## config.mk

```make
export PLATFORM = sky130hd
export DESIGN_NAME = frac_mul
export DESIGN_NICKNAME = d
export VERILOG_FILES = /design/src/rtl/frac_mul_pkg.sv /design/src/rtl/frac_mul_sign.sv /design/src/rtl/frac_mul_core.sv /design/src/rtl/frac_mul_fix.sv /design/src/rtl/frac_mul.sv
export SDC_FILE = /design/constraint.sdc
export NUM_CORES = 1
export LEC_CHECK = 0
export ABC_CLOCK_PERIOD_IN_PS = 6500
export BUFFER_PORTS_ARGS = -buffer_cell sky130_fd_sc_hd__buf_2
export CAP_MARGIN = 20
export CORE_MARGIN = 2
export CORE_UTILIZATION = 61
export DETAILED_ROUTE_END_ITERATION = 8
export PLACE_DENSITY = 0.82
export SYNTH_ARGS = -nofsm -noshare
export SYNTH_HDL_FRONTEND = slang
export SYNTH_SLANG_ARGS = --single-unit
```

## constraint.sdc

```tcl
create_clock -name clk_i -period 6.5 [get_ports clk_i]
set_clock_uncertainty 0.2 [all_clocks]
set_input_delay 0.65 -clock clk_i [delete_from_list [all_inputs] [get_ports clk_i]]
set_output_delay 0.65 -clock clk_i [all_outputs]
set_load 0.005 [all_outputs]
```

## src/rtl/frac_mul_pkg.sv

```systemverilog
package frac_mul_pkg;
  typedef enum logic {
    ST_IDLE = 1'b0,
    ST_RUN  = 1'b1
  } mul_state_e;
endpackage

```

## src/rtl/frac_mul_sign.sv

```systemverilog
module frac_mul_sign #(
  parameter int unsigned W = 32
) (
  input  logic [W-1:0] a_i,
  input  logic [W-1:0] b_i,
  output logic [W-1:0] mag_a_o,
  output logic [W-1:0] mag_b_o,
  output logic         neg_o,
  output logic         zero_o
);
  localparam logic [W-1:0] ONE = {{(W-1){1'b0}}, 1'b1};

  // magnitude modulo 2^W: the most negative word maps to itself
  assign mag_a_o = a_i[W-1] ? (~a_i + ONE) : a_i;
  assign mag_b_o = b_i[W-1] ? (~b_i + ONE) : b_i;
  assign neg_o   = a_i[W-1] ^ b_i[W-1];
  assign zero_o  = (a_i == '0) || (b_i == '0);
endmodule

```

## src/rtl/frac_mul_core.sv

```systemverilog
module frac_mul_core #(
  parameter int unsigned W = 32
) (
  input  logic           clk_i,
  input  logic           rst_ni,
  input  logic           load_i,
  input  logic           run_i,
  input  logic [W-1:0]   mcand_i,
  input  logic [W-1:0]   mplier_i,
  output logic [2*W-1:0] prod_nxt_o,
  output logic           last_o
);
  localparam int unsigned CW = (W > 1) ? $clog2(W) : 1;
  localparam logic [CW-1:0] LAST_CNT = CW'(W - 1);

  logic [W-1:0]   mcand_q;
  logic [2*W-1:0] prod_q;
  logic [CW-1:0]  cnt_q;
  logic [W:0]     sum;

  // one shift-and-add step: add multiplicand on LSB, shift right with carry
  always_comb begin
    sum        = {1'b0, prod_q[2*W-1:W]} + (prod_q[0] ? {1'b0, mcand_q} : '0);
    prod_nxt_o = {sum, prod_q[W-1:1]};
  end

  assign last_o = run_i && (cnt_q == LAST_CNT);

  always_ff @(posedge clk_i or negedge rst_ni) begin
    if (!rst_ni) begin
      mcand_q <= '0;
      prod_q  <= '0;
      cnt_q   <= '0;
    end else if (load_i) begin
      mcand_q <= mcand_i;
      prod_q  <= {{W{1'b0}}, mplier_i};
      cnt_q   <= '0;
    end else if (run_i) begin
      prod_q  <= prod_nxt_o;
      cnt_q   <= cnt_q + CW'(1);
    end
  end
endmodule

```

## src/rtl/frac_mul_fix.sv

```systemverilog
module frac_mul_fix #(
  parameter int unsigned W = 32
) (
  input  logic [2*W-1:0] prod_i,
  input  logic           neg_i,
  input  logic           hi_sel_i,
  output logic [W-1:0]   res_o
);
  localparam logic [W-1:0] ONE = {{(W-1){1'b0}}, 1'b1};

  logic [W-1:0] lo, hi, lo_n, hi_n, s_lo, s_hi;

  always_comb begin
    lo   = prod_i[W-1:0];
    hi   = prod_i[2*W-1:W];
    lo_n = ~lo + ONE;
    // carry into the upper half only when the negated low half wraps to zero
    hi_n = ~hi + ((lo_n == '0) ? ONE : '0);
    s_lo = neg_i ? lo_n : lo;
    s_hi = neg_i ? hi_n : hi;
    res_o = hi_sel_i ? {s_hi[W-2:0], 1'b0} : s_lo;
  end
endmodule

```

## src/rtl/frac_mul.sv

```systemverilog
module frac_mul
  import frac_mul_pkg::*;
#(
  parameter int unsigned W = 32
) (
  input  logic         clk_i,
  input  logic         rst_ni,
  input  logic         start_i,
  input  logic [W-1:0] a_i,
  input  logic [W-1:0] b_i,
  input  logic         hi_sel_i,
  output logic         busy_o,
  output logic         done_o,
  output logic [W-1:0] result_o
);
  mul_state_e     state_q;
  logic           neg_q, hi_q, done_q;
  logic [W-1:0]   res_q;

  logic [W-1:0]   mag_a, mag_b, fix_res;
  logic           neg, zero, accept, load, run, last;
  logic [2*W-1:0] prod_nxt;

  frac_mul_sign #(.W(W)) u_sign (
    .a_i     (a_i),
    .b_i     (b_i),
    .mag_a_o (mag_a),
    .mag_b_o (mag_b),
    .neg_o   (neg),
    .zero_o  (zero)
  );

  assign accept = start_i && (state_q == ST_IDLE);
  assign load   = accept && !zero;
  assign run    = (state_q == ST_RUN);

  frac_mul_core #(.W(W)) u_core (
    .clk_i      (clk_i),
    .rst_ni     (rst_ni),
    .load_i     (load),
    .run_i      (run),
    .mcand_i    (mag_a),
    .mplier_i   (mag_b),
    .prod_nxt_o (prod_nxt),
    .last_o     (last)
  );

  frac_mul_fix #(.W(W)) u_fix (
    .prod_i   (prod_nxt),
    .neg_i    (neg_q),
    .hi_sel_i (hi_q),
    .res_o    (fix_res)
  );

  always_ff @(posedge clk_i or negedge rst_ni) begin
    if (!rst_ni) begin
      state_q <= ST_IDLE;
      neg_q   <= 1'b0;
      hi_q    <= 1'b0;
      done_q  <= 1'b0;
      res_q   <= '0;
    end else if (accept) begin
      neg_q <= neg;
      hi_q  <= hi_sel_i;
      if (zero) begin
        res_q  <= '0;
        done_q <= 1'b1;
      end else begin
        state_q <= ST_RUN;
        done_q  <= 1'b0;
      end
    end else if (last) begin
      res_q   <= fix_res;
      done_q  <= 1'b1;
      state_q <= ST_IDLE;
    end else begin
      done_q <= 1'b0;
    end
  end

  assign busy_o   = run;
  assign done_o   = done_q;
  assign result_o = res_q;
endmodule

```

==> impl_metrics.yaml, run 1 <==
floorplanning:
  start_util_pct: 62.10
  die_h_um: 139.0
  io_pins: 102
  die_x_um: 139.0
  core_um2: 17900
  die_area_um2: 19320
  num_rows: 49
yosys:
  ys_top_cells_by_area: "dfrtp_1, nand2_1, o21ai_0"
  synthFlopType: "dfrtp_1"
  synthArstFlopShare_pct: 100.0
  syn_avg_cell_area_um2: 7.935
  synth-seq-area-share_pct: 30.84
  synth_edf_count: 0
  yosys.area.top_type: "dfrtp_1"
  synth_top_cell_area_share_pct: 30.84
  ys_seq_elements: 137
  synth_common_cells: "nand2_1, o21ai_0, dfrtp_1"
  syn_area_um2: 11120
  synth_fp_nets: 1510
  netlist_instances: 1401
  post-synth-top-count-cell: "nand2_1"
  synth.distinct_cells: 86
  yosysWarnings: 0
worst_setup_path:
  critPathKind: "register to register"
  path_max_fanout: 6
  end_kind: "register"
  worstPathRequired_ns: 6.64
  crit_arrival_ns: 5.92
  critPathLaunchType: "register"
route:
  wl_um: 31580
  drtIter0Drc: 1180
  routed-via-count: 10680
  post-route-drc-count: 0
  drt-vias-per-instance: 6.336
  routedWlPerCell_um: 18.73
  first_pass_iters: 6
  ant_nets: 0
clock_network:
  clk_pin_slew_ns: 0.07
  clk_path_buf_depth: 2
  cts_tree: "yes"
  clk_latency_ns: 0.43
  cts-root-buf: "clkbuf_16"
  htree_num_levels: 4
  numCtsBuffers: 17
  postCtsSetupRepairBufs: 0
  cts_resized: 0
  hold_buffers: 0
  cts_sinks: 137
layout:
  drive_gt1_share_pct: 12.01
  utilization_pct: 68.01
  finalNetCount: 1553
  instances_no_fill: 1686
  n_antenna_cell: 0
  syn2layout_area_growth_pct: 9.521
sta:
  setup_ws_ns: 0.7234
  slew_viol_final: 0
  fmax_ghz: 0.1731
  tns_ns: 0
  timing.final.crit_share_pct: 88.87
  finalSetupViolations: 0
  hold_viol: 0
  post-route-min-period_ns: 5.777
  relSlewSlack_pct: 35.33
  tightest_slew_ns: 0.9700
  rsz0062_at_grt: "no"
power_and_ir_drop:
  power_frac_clock_pct: 15.3
  seqPwrFrac_pct: 27.6
  swShare_pct: 48.82
  power_density_nw_per_um2: 488.9
  ir_drop_mv: 0.2462
  power_frac_comb_pct: 57.1
  cellLeakagePower_uw: 0.005380
  switching_power_uw: 2906
  internal_power_uw: 3047
global_route:
  grt_pass1_vias: 9581
  grt_pass1_wl_um: 50800
  antenna_found_initial: 0
  grt_overflow_total: 0
  grt_use_total_pct: 32.64
  grt_max_degree: 85
place:
  portBuffers: 101
  dp_worst_setup_slack_ns: 0.8674
  dpl.hpwl_um: 23540
  place_congestion: 0.9769
  dp.cells: 1654
worst_hold_path:
  hold_class: "input port to async pin"
outcome:
  status: "complete, no violations"
job:
  maxCapViolations: 0
## flip-flops by register name, summed over array words and instances (netlist names)
signal          flops
done_o              1
u_core.mcand_q     32
u_core.prod_q      64
u_core.cnt_q        5
result_o           32
neg_q               1
busy_o              1
hi_q                1
## cell usage in the layout, fill, tap and decap left out, types with 8 or more instances in the layout
cell type | synthesis | layout
a21o_1 | 16 | 16
a21oi_1 | 52 | 51
a22oi_1 | 18 | 18
and2_1 | 42 | 42
and3_1 | 9 | 9
buf_2 | 14 | 100
buf_4 | 2 | 9
clkbuf_16 | 0 | 17
dfrtp_1 | 137 | 136
ha_1 | 40 | 40
inv_1 | 24 | 24
mux2i_1 | 26 | 26
nand2_1 | 246 | 246
nand2b_1 | 10 | 10
nand3_1 | 32 | 32
nand4_1 | 10 | 10
nor2_1 | 83 | 82
nor3_1 | 29 | 29
nor4_1 | 13 | 13
o211ai_1 | 8 | 8
o21ai_0 | 157 | 157
o21ai_1 | 14 | 14
o31ai_1 | 28 | 28
o41ai_1 | 15 | 15
or3_1 | 25 | 25
or4_1 | 14 | 14
xnor2_1 | 71 | 71
xor2_1 | 62 | 62
## stage by stage
| stage | hold slack [ns] | cell area [um2] | power, uW |
|---|---|---|---|
| final | 0.04186 | 12180 | 5953 |
| after global routing | 0.08974 | 12180 | 6375 |
| after CTS | 0.06609 | 12180 | 5876 |
| after detailed placement | 0.2572 | 11630 | 4946 |
| after global placement | 0.2470 | 11630 | 4873 |
| after floorplan | 0.1544 | 11120 | 3986 |
## worst max-delay path, cell delays in order, from the launching register on
cell	delay [ns]
dfrtp_1	0.44
inv_1	0.14
ha_1	0.21
nor4b_1	0.42
nand2_1	0.23
nor4_2	0.45
nand3_1	0.26
or3_1	0.47
nor3b_1	0.21
a21o_1	0.11
a21oi_1	0.06
nor4_1	0.29
ha_1	0.21
ha_1	0.16
inv_1	0.05
a211oi_1	0.36
nand3_1	0.22
or3_1	0.49
nor3_1	0.22
mux2_2	0.37
o21ai_1	0.11
## path summary, 6_finish.rpt
| kind | start | end | slack (ns) | cells past startpoint |
|---|---|---|---|---|
| hold / removal | rst_ni | u_core.prod_q[47]$_DFFE_PN0P_ | 0.04 | 1 |
| hold reg to reg | result_o[2]$_DFFE_PN0P_ | result_o[2]$_DFFE_PN0P_ | 0.26 | 2 |
| setup reg to reg | u_core.prod_q[2]$_DFFE_PN0P_ | result_o[27]$_DFFE_PN0P_ | 0.72 | 20 |
| setup / recovery | u_core.prod_q[2]$_DFFE_PN0P_ | result_o[27]$_DFFE_PN0P_ | 0.72 | 20 |
| max in group asynchronous | rst_ni | busy_o$_DFFE_PN0P_ | 4.71 | 2 |
| min in group clk_i | result_o[2]$_DFFE_PN0P_ | result_o[2]$_DFFE_PN0P_ | 0.26 | 2 |
## cells by family after synthesis
family                   count (synthesis)  share of synthesized area [%]
AND/OR/NAND/NOR                        551                          24.02
AO/OA/AOI/OAI                          398                          23.08
flip-flops                             137                          30.84
XOR/XNOR                               133                          10.48
buffers and inverters                  112                          4.153
adder cells (fa/ha/maj)                 41                          4.682
multiplexers                            29                          2.746
## power by group through the flow
stage	Clock [uW]	Sequential (uW)	Combinational, uW
6_report	909	1640	3400
3_5_place_dp	0	1640	3310
2_1_floorplan	0	1460	2520
5_1_grt	953	1690	3730
3_3_place_gp	0	1620	3260
4_1_cts	917	1630	3330
## area by class of cell
class / count / area (um2)
multi-input cells: 1152 / 7233
fillers: 1531 / 5727
flip-flops and latches: 137 / 3430
repair buffers: 110 / 579.3
clock buffers: 19 / 452.9
well taps: 229 / 286.5
inverters: 26 / 97.59
clock inverters: 13 / 96.34
## per-layer routing
layer | up-vias | wire length [um] | track usage (%)
li1 | 5125 | - | -
met1 | 4974 | 14240 | 47.99
met2 | 514 | 13370 | 46.95
met3 | 70 | 2783 | 6.630
met4 | 0 | 1189 | 13.56
met5 | - | 0 | 0
(Power assumes the default switching activity.)
==> run 2, diff against run 1 <==
--- a/config.mk
+++ b/config.mk
@@ -9,9 +9,9 @@
 export BUFFER_PORTS_ARGS = -buffer_cell sky130_fd_sc_hd__buf_2
 export CAP_MARGIN = 20
 export CORE_MARGIN = 2
-export CORE_UTILIZATION = 61
+export CORE_UTILIZATION = 60
 export DETAILED_ROUTE_END_ITERATION = 8
-export PLACE_DENSITY = 0.82
+export PLACE_DENSITY = 0.8
 export SYNTH_ARGS = -nofsm -noshare
 export SYNTH_HDL_FRONTEND = slang
 export SYNTH_SLANG_ARGS = --single-unit
==> impl_metrics.yaml, run 2 (synthesis results as in run 1) <==
global_route:
  grt_pass1_wl_um: 51070
  grt_pass1_vias: 9612
  antenna_found_initial: 0
  grt_use_total_pct: 32.80
  grt_max_degree: 78
  grt_overflow_total: 0
layout:
  drive_gt1_share_pct: 11.94
  mostFrequentLayoutCells: "nand2_1, o21ai_0, dfrtp_1"
  final_common_cell: "nand2_1"
  multiInputGateArea_um2: 7233
  regMostFlops: "u_core.prod_q"
  instances_no_fill: 1686
  syn2layout_area_growth_pct: 10.06
  fillerInstances: 1507
  seq_area_um2: 3430
  largest_reg_flops: 64
  n_antenna_cell: 0
  finalNetCount: 1553
floorplanning:
  core_um2: 18090
  die_area_um2: 19630
  io_pins: 102
  num_rows: 49
  die_h_um: 140.1
  start_util_pct: 61.47
  die_x_um: 140.1
worst_setup_path:
  ff2ff_path_depth: 20
  critPathLaunchType: "register"
  end_kind: "register"
  rrSetupSlack_ns: 0.67
  reg2reg_to: "result_o[21]$_DFFE_PN0P_"
  crit_arrival_ns: 5.91
  r2r-start: "u_core.prod_q[1]$_DFFE_PN0P_"
  critPathKind: "register to register"
  worstPathRequired_ns: 6.58
  path_max_fanout: 6
clock_network:
  postCtsSetupRepairBufs: 0
  hold_buffers: 0
  clk_path_buf_depth: 2
  clk_latency_ns: 0.42
  cts-root-buf: "clkbuf_16"
  cts_sinks: 137
  cts_resized: 0
  clk_pin_slew_ns: 0.06
  cts_tree: "yes"
  numCtsBuffers: 17
  htree_num_levels: 4
sta:
  rsz0062_at_grt: "no"
  tightest_slew_ns: 1.062
  post-route-min-period_ns: 5.829
  tns_ns: 0
  relSlewSlack_pct: 28.63
  finalSetupViolations: 0
  fmax_ghz: 0.1716
  timing.final.crit_share_pct: 89.67
  slew_viol_final: 0
  hold_viol: 0
route:
  drtIter0Drc: 1159
  routedWlPerCell_um: 19.20
  ant_nets: 0
  routed-via-count: 10750
  first_pass_iters: 9
  wl_um: 32370
  drt-vias-per-instance: 6.375
  post-route-drc-count: 4
outcome:
  violations: "DRC"
  status: "finished with violations"
power_and_ir_drop:
  power_density_nw_per_um2: 500.7
  ir_drop_mv: 0.2313
  cellLeakagePower_uw: 0.005413
place:
  dpl.hpwl_um: 24180
  dp.cells: 1654
  place_congestion: 0.9393
  portBuffers: 101
worst_hold_path:
  hold_class: "input port to async pin"
job:
  maxCapViolations: 0
==> run 2: cell count changes in the layout (fill, tap and decap cells not counted), sizes merged <==
| cell | before | now |
|---|---|---|
| bufinv | 0 | 3 |
| clkinvlp | 5 | 3 |
| clkinv | 7 | 6 |
==> run 2: worst max path at each step <==
stage / endpoint / slack, ns / startpoint
after detailed placement: result_o[29]$_DFFE_PN0P_ / 0.80 / u_core.prod_q[1]$_DFFE_PN0P_
after CTS: result_o[29]$_DFFE_PN0P_ / 0.74 / u_core.prod_q[1]$_DFFE_PN0P_
after global placement: result_o[29]$_DFFE_PN0P_ / 0.97 / u_core.prod_q[10]$_DFFE_PN0P_
after floorplan: result_o[29]$_DFFE_PN0P_ / 1.28 / u_core.prod_q[10]$_DFFE_PN0P_
after global routing: result_o[30]$_DFFE_PN0P_ / 0.20 / u_core.prod_q[1]$_DFFE_PN0P_
final: result_o[21]$_DFFE_PN0P_ / 0.67 / u_core.prod_q[1]$_DFFE_PN0P_
==> run 2: per-stage QoR <==
stage | area [um2] | util, % | hold slack [ns] | total power, uW | setup WS [ns]
after floorplan | 11120 | - | 0.1544 | 3986 | 1.278
after global placement | 11630 | 64.28 | 0.2479 | 4918 | 0.9725
after detailed placement | 11630 | 64.28 | 0.2502 | 5001 | 0.7992
after CTS | 12240 | 67.65 | 0.07866 | 6038 | 0.7400
after global routing | 12240 | 67.65 | 0.1230 | 6517 | 0.1985
final | 12240 | 67.65 | 0.05217 | 6126 | 0.6715
==> run 2: layer usage <==
metal | GRT usage [%] | vias to the layer above | share of wire (%) | wire length, um
met5 | 0 | - | 0 | 0
met4 | 13.24 | 0 | 4.1 | 1323
met3 | 7.316 | 91 | 9.0 | 2927
met2 | 47.73 | 548 | 42 | 13460
met1 | 47.53 | 4984 | 45 | 14660
li1 | - | 5125 | - | -
==> run 2: power by group <==
group	leakage [uW]	total, uW	internal (uW)	switching, uW
Combinational	0.00342	3430	1290	2140
Clock	0.000290	1020	617	407
Sequential	0.00171	1670	1250	424
Total	0.00541	6130	3160	2970
==> run 2: area by class of cell <==
cell class / count / share of cell area (%)
sequential: 137 / 28.03
clock inverter: 13 / 1.360
tap: 229 / 2.342
inverter: 26 / 0.7976
clock buffer: 19 / 3.620
timing repair buffer: 110 / 4.735
multi-input combinational: 1152 / 59.12
==> run 2: critical path: stages (launching register included) <==
cell      delay (ns)
dfrtp_1         0.40
inv_1           0.17
ha_1            0.25
nor4b_1         0.47
nand2_1         0.25
nor4_2          0.44
nand3_1         0.26
or3_1           0.46
nor3b_1         0.20
a21o_1          0.11
a21oi_1         0.07
nor4_1          0.30
ha_1            0.22
ha_1            0.16
inv_1           0.06
a211oi_1        0.33
nand3_1         0.21
or3_1           0.49
o41ai_1         0.37
xor2_1          0.17
o21ai_0         0.09
==> run 3, diff against run 2 <==
--- a/config.mk
+++ b/config.mk
@@ -5,7 +5,7 @@
 export SDC_FILE = /design/constraint.sdc
 export NUM_CORES = 1
 export LEC_CHECK = 0
-export ABC_CLOCK_PERIOD_IN_PS = 6500
+export ABC_CLOCK_PERIOD_IN_PS = 6540
 export BUFFER_PORTS_ARGS = -buffer_cell sky130_fd_sc_hd__buf_2
 export CAP_MARGIN = 20
 export CORE_MARGIN = 2
==> constraint.sdc (replaced) <==
create_clock -name clk_i -period 6.54 [get_ports clk_i]
set_clock_uncertainty 0.2 [all_clocks]
set_input_delay 0.654 -clock clk_i [delete_from_list [all_inputs] [get_ports clk_i]]
set_output_delay 0.654 -clock clk_i [all_outputs]
set_load 0.005 [all_outputs]
==> impl_metrics.yaml, run 3 (synthesis results as in run 1) <==
route:
  wl_um: 31990
  routedWlPerCell_um: 18.95
  drtIter0Drc: 1145
  post-route-drc-count: 3
  routed-via-count: 10690
  drt-vias-per-instance: 6.331
  first_pass_iters: 9
  ant_nets: 0
power_and_ir_drop:
  power_frac_clock_pct: 16.7
  internal_power_uw: 3142
  seqPwrFrac_pct: 26.9
  ir_drop_mv: 0.2162
  swShare_pct: 48.28
  cellLeakagePower_uw: 0.005427
  power_frac_comb_pct: 56.4
  switching_power_uw: 2933
  power_density_nw_per_um2: 495.8
worst_setup_path:
  worstPathRequired_ns: 6.66
  critPathKind: "register to register"
  crit_arrival_ns: 5.90
  end_kind: "register"
  path_max_fanout: 5
  critPathLaunchType: "register"
outcome:
  status: "finished with violations"
  violations: "DRC"
global_route:
  grt_overflow_total: 0
  grt_pass1_wl_um: 51570
  grt_pass1_vias: 9575
  grt_max_degree: 85
  antenna_found_initial: 0
  grt_use_total_pct: 33.03
layout:
  finalNetCount: 1555
  final_common_cell: "nand2_1"
  largest_reg_flops: 64
  n_antenna_cell: 0
  drive_gt1_share_pct: 12.06
  instances_no_fill: 1688
  fillerInstances: 1521
  mostFrequentLayoutCells: "nand2_1, o21ai_0, dfrtp_1"
  syn2layout_area_growth_pct: 10.21
  regMostFlops: "u_core.prod_q"
clock_network:
  htree_num_levels: 4
  hold_buffers: 0
  clk_path_buf_depth: 2
  clk_latency_ns: 0.43
  cts_resized: 0
  cts-root-buf: "clkbuf_16"
  clk_pin_slew_ns: 0.06
  cts_tree: "yes"
  numCtsBuffers: 17
  postCtsSetupRepairBufs: 0
  cts_sinks: 137
worst_hold_path:
  hold_class: "input port to async pin"
job:
  maxCapViolations: 0
floorplanning:
  start_util_pct: 61.47
  die_h_um: 140.1
  die_x_um: 140.1
  num_rows: 49
  io_pins: 102
  core_um2: 18090
  die_area_um2: 19630
sta:
  slew_viol_final: 0
  post-route-min-period_ns: 5.785
  timing.final.crit_share_pct: 88.45
  finalSetupViolations: 0
  fmax_ghz: 0.1729
  whs_ns: 0.01005
  tightest_slew_ns: 0.9874
  rsz0062_at_grt: "no"
  relSlewSlack_pct: 33.93
  hold_viol: 0
  tns_ns: 0
place:
  dp.cells: 1656
  portBuffers: 101
  place_congestion: 0.9619
  dpl.hpwl_um: 24040
## run 3: routing by layer
| layer | up-vias | track usage [%] | wire, um |
|---|---|---|---|
| li1 | 5123 | - | - |
| met1 | 5002 | 48.94 | 14640 |
| met2 | 493 | 48.25 | 13580 |
| met3 | 68 | 6.462 | 2689 |
| met4 | 0 | 11.80 | 1075 |
| met5 | - | 0 | 0 |
## run 3: power groups by stage
stage | logic, uW | registers (uW) | clock network (uW)
after floorplan | 2510 | 1460 | 0
after detailed placement | 3340 | 1630 | 0
after global placement | 3300 | 1610 | 0
after CTS | 3360 | 1620 | 1020
final | 3430 | 1630 | 1020
after global routing | 3740 | 1690 | 1060
## run 3: worst paths after layout
check | from | slack [ns] | end | depth (start not counted)
worst max-delay path | u_core.prod_q[1]$_DFFE_PN0P_ | 0.76 | result_o[29]$_DFFE_PN0P_ | 19
worst min-delay path | rst_ni | 0.01 | u_core.prod_q[51]$_DFFE_PN0P_ | 1
worst max register to register | u_core.prod_q[1]$_DFFE_PN0P_ | 0.76 | result_o[29]$_DFFE_PN0P_ | 19
worst min register to register | result_o[3]$_DFFE_PN0P_ | 0.26 | result_o[3]$_DFFE_PN0P_ | 2
max in group asynchronous | rst_ni | 4.74 | busy_o$_DFFE_PN0P_ | 2
min in group clk_i | hi_sel_i | 0.25 | hi_q$_DFFE_PN0P_ | 3
## run 3: area by class of cell
cell class | instances | area (um2) | share of cell area (%)
flip-flops and latches | 137 | 3430 | 27.99
multi-input cells | 1152 | 7233 | 59.04
clock buffers | 19 | 442.9 | 3.615
repair buffers | 112 | 594.3 | 4.851
well taps | 229 | 286.5 | 2.339
inverters | 26 | 97.59 | 0.7966
clock inverters | 13 | 167.7 | 1.368
## run 3: worst max-delay path, cell delays in order, from the launching register on
cell	delay (ns)
dfrtp_1	0.40
inv_1	0.14
ha_1	0.21
nor4b_1	0.49
nand2_1	0.24
nor4_2	0.44
nand3_1	0.26
or3_1	0.46
nor3b_1	0.20
a21o_1	0.11
a21oi_1	0.07
nor4_1	0.30
ha_1	0.23
ha_1	0.16
inv_1	0.05
a211oi_1	0.34
nand3_1	0.23
or4b_4	0.57
o211a_1	0.23
or3_1	0.33
## run 3: stage by stage
stage / utilization (%) / cell area, um2 / total power (uW) / worst slack [ns]
CTS: 67.74 / 12250 / 6003 / 0.8003
detailed placement: 64.37 / 11640 / 4969 / 0.8122
global placement: 64.37 / 11640 / 4911 / 1.049
global route: 67.74 / 12250 / 6492 / 0.1556
floorplan: - / 11120 / 3961 / 1.318
finish: 67.74 / 12250 / 6074 / 0.7552
